**config.mk**
```make
export PLATFORM = sky130hd
export DESIGN_NAME = core_timer
export DESIGN_NICKNAME = d
export VERILOG_FILES = /design/src/rtl/ct_pkg.sv /design/src/rtl/ct_divider.sv /design/src/rtl/ct_tap_sel.sv /design/src/rtl/ct_regs.sv /design/src/rtl/core_timer.sv
export SDC_FILE = /design/constraint.sdc
export NUM_CORES = 1
export LEC_CHECK = 0
export ABC_CLOCK_PERIOD_IN_PS = 3000
export BUFFER_PORTS_ARGS = -buffer_cell sky130_fd_sc_hd__buf_4
export CORE_UTILIZATION = 56
export DETAILED_ROUTE_END_ITERATION = 10
export PLACE_DENSITY = 0.78
export RECOVER_POWER = 100
export REMOVE_ABC_BUFFERS = 1
export SKIP_CTS_REPAIR_TIMING = 1
export SLEW_MARGIN = 20
export SYNTH_ARGS = -nofsm -noshare
export SYNTH_HDL_FRONTEND = slang
export SYNTH_SLANG_ARGS = --single-unit
```
**constraint.sdc**
```tcl
create_clock -name clk -period 3 [get_ports clk]
set_input_delay 0.15 -clock clk [delete_from_list [all_inputs] [get_ports clk]]
set_output_delay 0.15 -clock clk [all_outputs]
set_load 0.02 [all_outputs]
```
**src/rtl/ct_pkg.sv**
```systemverilog
// Shared sizing for the core timer. The chain is the prescaler, then the
// 8-bit counter, then extra stages up to the highest periodic tap.
package ct_pkg;
    localparam int PRE_W     = 2;   // prescaler stages (divide by 4)
    localparam int CNT_W     = 8;   // visible timer counter stages
    localparam int NUM_TAPS  = 4;   // selectable periodic taps
    localparam int TAP_BASE  = 11;  // chain bit of the fastest tap (2^12 period)
    localparam int REG_W     = 8;   // register width

    // Register bit positions that software decodes
    localparam int B_OVF_F  = 7;
    localparam int B_PER_F  = 6;
    localparam int B_OVF_E  = 5;
    localparam int B_PER_E  = 4;
endpackage

```
**src/rtl/ct_divider.sv**
```systemverilog
// Free-running binary chain advanced by the bus clock enable.
// Assumes TAP_BASE >= PRE_W + CNT_W. Each event output is a one-cycle
// lookahead of a carry, so it is high in the cycle whose enable causes it.
module ct_divider #(
    parameter int PRE_W    = 2,
    parameter int CNT_W    = 8,
    parameter int TAP_BASE = 11,
    parameter int NUM_TAPS = 4,
    localparam int CHAIN_W = TAP_BASE + NUM_TAPS,
    localparam int WRAP_W  = PRE_W + CNT_W
) (
    input  logic                clk,
    input  logic                rst_n,
    input  logic                tick,
    output logic [CHAIN_W-1:0]  chain,
    output logic                wrap_evt,
    output logic [NUM_TAPS-1:0] tap_rise
);

    // Purpose: advance the whole chain by one on each enabled cycle.
    always_ff @(posedge clk) begin
        if (!rst_n)
            chain <= '0;
        else if (tick)
            chain <= chain + 1'b1;
    end

    // Purpose: the counter wraps when prescaler and counter are all ones.
    always_comb begin
        wrap_evt = tick && (&chain[WRAP_W-1:0]);
    end

    // Purpose: one rising-edge lookahead per periodic tap.
    generate
        for (genvar t = 0; t < NUM_TAPS; t++) begin : g_tap
            always_comb begin
                tap_rise[t] = tick && (&chain[TAP_BASE+t-1:0]) && !chain[TAP_BASE+t];
            end
        end
    endgenerate

endmodule

```
**src/rtl/ct_tap_sel.sv**
```systemverilog
// Selects the periodic event from the tap chosen by the rate field.
// Since each tap has its own edge detect, a rate change alone makes no event.
module ct_tap_sel #(
    parameter int NUM_TAPS = 4,
    localparam int RATE_W  = $clog2(NUM_TAPS)
) (
    input  logic [NUM_TAPS-1:0] tap_rise,
    input  logic [RATE_W-1:0]   rate,
    output logic                per_evt
);

    // Purpose: route the selected tap's rise to the periodic flag.
    always_comb begin
        per_evt = tap_rise[rate];
    end

endmodule

```
**src/rtl/ct_regs.sv**
```systemverilog
// Control/status register: sticky flags, enables, rate field, interrupt.
// Assumes the event inputs are single-cycle pulses. A set beats a clear.
module ct_regs #(
    parameter int REG_W    = 8,
    parameter int RATE_W   = 2,
    parameter int B_OVF_F  = 7,
    parameter int B_PER_F  = 6,
    parameter int B_OVF_E  = 5,
    parameter int B_PER_E  = 4
) (
    input  logic              clk,
    input  logic              rst_n,
    input  logic              wr_en,
    input  logic [REG_W-1:0]  wr_data,
    input  logic              ovf_evt,
    input  logic              per_evt,
    output logic [REG_W-1:0]  rd_data,
    output logic [RATE_W-1:0] rate,
    output logic              irq
);

    logic ovf_f, per_f, ovf_e, per_e;
    logic clr_ovf, clr_per;

    // Purpose: decode the write-only clear strobes.
    always_comb begin
        clr_ovf = wr_en && wr_data[B_OVF_F];
        clr_per = wr_en && wr_data[B_PER_F];
    end

    // Purpose: sticky flags; the set term wins over a simultaneous clear.
    always_ff @(posedge clk) begin
        if (!rst_n) begin
            ovf_f <= 1'b0;
            per_f <= 1'b0;
        end else begin
            ovf_f <= ovf_evt || (ovf_f && !clr_ovf);
            per_f <= per_evt || (per_f && !clr_per);
        end
    end

    // Purpose: software-writable enables and rate field.
    always_ff @(posedge clk) begin
        if (!rst_n) begin
            ovf_e <= 1'b0;
            per_e <= 1'b0;
            rate  <= '1;
        end else if (wr_en) begin
            ovf_e <= wr_data[B_OVF_E];
            per_e <= wr_data[B_PER_E];
            rate  <= wr_data[RATE_W-1:0];
        end
    end

    // Purpose: assemble the read view; unused bits read zero.
    always_comb begin
        rd_data             = '0;
        rd_data[B_OVF_F]    = ovf_f;
        rd_data[B_PER_F]    = per_f;
        rd_data[B_OVF_E]    = ovf_e;
        rd_data[B_PER_E]    = per_e;
        rd_data[RATE_W-1:0] = rate;
    end

    // Purpose: combined interrupt request.
    always_comb begin
        irq = (ovf_f && ovf_e) || (per_f && per_e);
    end

endmodule

```
**src/rtl/core_timer.sv**
```systemverilog
// Core timer top: divider chain, periodic tap select and control register.
// Assumes one register port with a single-cycle write strobe and a
// combinational read.
module core_timer
    import ct_pkg::*;
#(
    parameter int P_PRE_W    = PRE_W,
    parameter int P_CNT_W    = CNT_W,
    parameter int P_TAP_BASE = TAP_BASE,
    parameter int P_NUM_TAPS = NUM_TAPS,
    localparam int CHAIN_W   = P_TAP_BASE + P_NUM_TAPS,
    localparam int RATE_W    = $clog2(P_NUM_TAPS)
) (
    input  logic             clk,
    input  logic             rst_n,
    input  logic             bus_en,
    input  logic             wr_en,
    input  logic [REG_W-1:0] wr_data,
    output logic [REG_W-1:0] rd_data,
    output logic             irq
);

    logic [CHAIN_W-1:0]    chain;
    logic                  ovf_evt;
    logic                  per_evt;
    logic [P_NUM_TAPS-1:0] tap_rise;
    logic [RATE_W-1:0]     rate;

    ct_divider #(
        .PRE_W(P_PRE_W), .CNT_W(P_CNT_W),
        .TAP_BASE(P_TAP_BASE), .NUM_TAPS(P_NUM_TAPS)
    ) u_div (
        .clk(clk), .rst_n(rst_n), .tick(bus_en),
        .chain(chain), .wrap_evt(ovf_evt), .tap_rise(tap_rise)
    );

    ct_tap_sel #(.NUM_TAPS(P_NUM_TAPS)) u_sel (
        .tap_rise(tap_rise), .rate(rate), .per_evt(per_evt)
    );

    ct_regs #(
        .REG_W(REG_W), .RATE_W(RATE_W),
        .B_OVF_F(B_OVF_F), .B_PER_F(B_PER_F),
        .B_OVF_E(B_OVF_E), .B_PER_E(B_PER_E)
    ) u_regs (
        .clk(clk), .rst_n(rst_n), .wr_en(wr_en), .wr_data(wr_data),
        .ovf_evt(ovf_evt), .per_evt(per_evt),
        .rd_data(rd_data), .rate(rate), .irq(irq)
    );

endmodule

```
# Word level (Yosys, flattened, before mapping)
# Cells that the tools add are included.
# totals
ram_bits	0
latch_bits	0
out_inout_bits	9
elab_cells	39
regBits	21
romBits	0
memories	0
inputBits	12
# classes
multipliers	0
add_sub_neg	1
shifts	0
n_reduce_logical	29
n_mux	2
order_cmp	1
n_div	0
eq_ne	0
bitwise_logic	0
# op_table
cell	n
$add 15x1->15 const B	1
$logic_and 1x1->1	15
$reduce_and 14->1	1
$reduce_and 13->1	1
$reduce_and 12->1	1
$reduce_and 11->1	1
$reduce_and 10->1	1
$logic_not 1->1	6
$logic_or 1x1->1	3
$lt 2x3->1 const B	1
$bmux 1 s2	1
$mux 1	1

# Logic depth before layout (Yosys ltp)
# depth
word_depth	6
depth_mapped	5
ltp_nobuf	5

# Cells and area by module
# Synthesis repeated with hierarchy kept, for this count alone.
# unflattened
cells_unflattened	118
hier_area_um2	1072.3
# by_module_without_submodules
mod	seq_area_each_um2	cells_each	n_inst	area_each_um2
ct_divider	300.3	86	1	755.7
ct_regs	120.1	31	1	294.0
ct_tap_sel	0.0	1	1	22.5

# Worst setup path after synthesis
# Ideal clock, no wire load.
# synth_path
path_kind	reg-to-reg
startpoint	register u_regs.rate[0]
endpoint	register u_regs.per_f
required_time_ns	2.913
slack_ns	1.641
period_less_slack_ns	1.359
path_stages_with_launch	5
t_arrival_ns	1.272
path_cell_list	dfxtp_1 or3b_2 o211ai_1 a21oi_1 o31ai_1
# synth_via
elab_chain_len	3
# synth_lines
item	line_no	source
start, declared	ct_regs.sv:18	output logic [RATE_W-1:0] rate,
start signal, assigned	ct_regs.sv:51	rate <= wr_data[RATE_W-1:0];
$bmux 1 s2	ct_tap_sel.sv:14	per_evt = tap_rise[rate];
$mux 1 (implied by the code)	ct_tap_sel.sv:14	
$logic_or 1x1->1	ct_regs.sv:38	per_f <= per_evt || (per_f && !clr_per);
end signal, assigned	ct_regs.sv:38	
end, declared	ct_regs.sv:22	logic ovf_f, per_f, ovf_e, per_e;
# No other way between the ends. The select of a mux whose other input is x is not followed.
# A chain may end at the register's enable or synchronous reset.

# Final worst setup path
# layout_path
startpoint	register u_div.chain[0]
endpoint	register u_div.chain[14]
# layout_via
elab_chain_len	1
# layout_lines
item	line_no	source
start, declared	ct_divider.sv:15	output logic [CHAIN_W-1:0] chain,
start signal, assigned	ct_divider.sv:25	chain <= chain + 1'b1;
$add 15x1->15	ct_divider.sv:25	
# No other way between the ends.

==> reports/results.ini <==
[run_status]
status = completed

[worst_setup_path]
worst_ep_required_time_ps = 3230
r2r_setup_slack_ps = 1380
crit_slowest_cell = sky130_fd_sc_hd__dfxtp_1
worst-path-buf-inv = 0
cp_cell_sequence = ha_1 > and3_2 > nand3_1 > nor3_1 > mux2i_1
critical-path-top-delay-family = simple AND/OR/NAND/NOR gates
worst_setup_path_start_kind = flip-flop
critPathArrivalTime_ps = 1850
element_type_at_the_critical_path_end = flip-flop
max_stage_delay_ps = 380
crit_type = flip-flop to flip-flop
path_max_fanout = 8

[grt]
grt_overflow = 0
vias_in_the_first_global_route = 638
grt_antenna_before_repair = 0
global_route_wire_length_before_repair_um = 2640
largest_net_degree_at_the_start_of_global_routing = 24
globalRouteTotalUtil_pct = 17.9

[placement]
routabilityCongestion = 0.686
port-buffer-count = 16
dpl.hpwl_um = 1180
preCtsSetupSlack_ps = 1530
dpl-instance-area_um2 = 1110

[clock_network]
clock_latency_ps = 290
cts.path.max_buffers = 2
cts.sinks = 21
clock_tree.htree_level_count = 1
path_clk_slew_ps = 110
master_cell_of_the_clock_root_buffer = sky130_fd_sc_hd__clkbuf_4
clock_tree_from_tritoncts = yes
numCtsBuffers = 3

[detailed_routing]
drt_drc_violations_left = 0
vias_per_cell = 5.13
drt_iter0_drc = 9
drt_pass1_iterations = 4
vias = 739
detailed_route_wire_length_um = 1550
route.antenna.remaining_nets = 0
avgRoutedWirePerCell_um = 10.8

[synthesis]
post_synth_inst_count = 108
async_flop_share_pct = 0
yosys-top-cells-count = sky130_fd_sc_hd__dfxtp_1, sky130_fd_sc_hd__and2_1, sky130_fd_sc_hd__nand2_1, sky130_fd_sc_hd__xnor2_1, sky130_fd_sc_hd__buf_4
synthXorXnorAreaFrac_pct = 8.62
seq_area_frac_synth_pct = 41.4
post_synth_mux_area_share_pct = 4.93
yosys_warnings = 0
synth_top_area_cell = sky130_fd_sc_hd__dfxtp_1
mappedNetlistArea_um2 = 1020
synth.most_common_cell = sky130_fd_sc_hd__dfxtp_1
synth_top_family_by_area = simple AND/OR/NAND/NOR gates
synth_largest_type_area_fraction_pct = 41.4
ys_seq_elements = 21
synth_flop_cell = sky130_fd_sc_hd__dfxtp_1
ys_top_cells_by_area = sky130_fd_sc_hd__dfxtp_1, sky130_fd_sc_hd__xnor2_1, sky130_fd_sc_hd__and2_1, sky130_fd_sc_hd__buf_4, sky130_fd_sc_hd__mux2i_1
synth_compound_area_share_pct = 8.74
synth.distinct_cells = 35
synth_fa_ha_area_share_pct = 1.23
postSynthAreaPerCell_um2 = 9.41
synth-simple-area-share_pct = 27.7
synth-edff-count = 0

[die]
die_area_um2 = 1990
core_area_um2 = 1710
die-height_um = 44.6
rows = 15
io-pin-count = 21
initial_core_util_pct = 59.5
fp.dieW_um = 44.6

[timing]
final-hold-violation-count = 0
fin_worst_skew_ps = 2.22
setup-tns-final_ps = 0
fin_worst_hold_slack_ps = 70.3
timing_max_transition_violations_final = 0
rsz0062_at_grt = false
post-route-period-util_pct = 54.1
max_clock_freq_ghz = 0.616
postLayoutSetupSlackWorst_ps = 1380
post-route-min-period_ps = 1620
setup_viol_count_final = 0

[power_and_ir_drop]
power_per_cell_area_nw_per_um2 = 416
power_leakage_nw = 0.408
vdd_ir_drop_max_mv = 0.286

[layout]
finalNetCount = 133
filler_cells = 145
num_antenna_cells = 0
final_cell_area_um2 = 1100
final_cell_utilization_of_the_core_pct = 64.2
post_route_cells_drive_above_1_share_pct = 14.3
layout-area-overhead-vs-synth_pct = 7.88

[flow_run]
max_cap_viol_count = 0

[worst_hold_path]
worst_hold_path_type = primary input to flip-flop

-- sequential cells by signal (all words and copies together), names as in the netlist --
signal        flops
u_regs.rate       2
u_regs.ovf_e      1
u_div.chain      15
u_regs.ovf_f      1
u_regs.per_e      1
u_regs.per_f      1
-- stage by stage --
step / cells / total power (W)
final: 144 / 0.000456
after global routing: 144 / 0.000480
after CTS: 144 / 0.000466
after detailed placement: 140 / 0.000338
after global placement: 140 / 0.000337
after floorplan: 99 / 0.000316
-- kinds of logic (layout without fill, tap and decap cells) --
| group | after synthesis | in the layout |
|---|---|---|
| AO/OA/AOI/OAI | 13 | 13 |
| adder cells (fa/ha/maj) | 1 | 1 |
| buffers and inverters | 12 | 22 |
| other | 1 | 2 |
| flip-flops | 21 | 21 |
| AND/OR/NAND/NOR | 45 | 45 |
| multiplexers | 5 | 5 |
| XOR/XNOR | 10 | 10 |
-- placed cells by master (no fill, tap or decap), types with 2 or more instances in the layout --
cell type                  instances
sky130_fd_sc_hd__a21boi_0          4
sky130_fd_sc_hd__and2_0            8
sky130_fd_sc_hd__and2_1            2
sky130_fd_sc_hd__buf_4             9
sky130_fd_sc_hd__clkbuf_1          7
sky130_fd_sc_hd__clkbuf_4          3
sky130_fd_sc_hd__conb_1            2
sky130_fd_sc_hd__dfxtp_1          21
sky130_fd_sc_hd__inv_1             2
sky130_fd_sc_hd__mux2i_1           5
sky130_fd_sc_hd__nand2_1          10
sky130_fd_sc_hd__nand3_1           4
sky130_fd_sc_hd__nand4_1           3
sky130_fd_sc_hd__nor2b_1           3
sky130_fd_sc_hd__nor3_1            2
sky130_fd_sc_hd__o211ai_1          2
sky130_fd_sc_hd__o21ai_0           3
sky130_fd_sc_hd__or3_1             3
sky130_fd_sc_hd__xnor2_1           8
sky130_fd_sc_hd__xor2_1            2
-- layer usage --
layer | track usage [%] | wire (um) | vias to the layer above
li1 | - | - | 386
met1 | 24.7 | 772 | 344
met2 | 28.2 | 736 | 7
met3 | 3.67 | 23 | 2
met4 | 5.45 | 15 | 0
met5 | 0 | 0 | -
-- worst register-to-register path, cell delays in order, from the launching register on --
cell	delay [ps]
sky130_fd_sc_hd__dfxtp_1	380
sky130_fd_sc_hd__ha_1	170
sky130_fd_sc_hd__and3_2	210
sky130_fd_sc_hd__nand3_1	230
sky130_fd_sc_hd__nor3_1	360
sky130_fd_sc_hd__mux2i_1	210
-- area by class of cell --
class / instances / area (um^2) / share of cell area [%]
inverter: 2 / 7.51 / 0.685
multi-input combinational: 76 / 515 / 47.0
clock inverter: 1 / 5.00 / 0.457
clock buffer: 3 / 22.5 / 2.05
timing repair buffer: 16 / 93.8 / 8.56
tap: 25 / 31.3 / 2.85
sequential: 21 / 420 / 38.4
-- where the power goes --
| group | internal (W) | leakage, nW | switching, W |
|---|---|---|---|
| combinational | 0.0000184 | 0.220 | 0.0000198 |
| sequential | 0.000285 | 0.170 | 0.00000567 |
| clock | 0.0000495 | 0.0177 | 0.0000774 |
| total | 0.000353 | 0.408 | 0.000103 |
-- worst paths after layout --
kind / from / end / cells after the start
worst min-delay path: wr_data[1] / u_regs.rate[1] / 3
worst max-delay path: u_div.chain[0] / u_div.chain[14] / 5
worst min register to register: u_div.chain[14] / u_div.chain[14] / 2
worst max register to register: u_div.chain[0] / u_div.chain[14] / 5
Note: power is estimated with default switching activity, not from simulation.
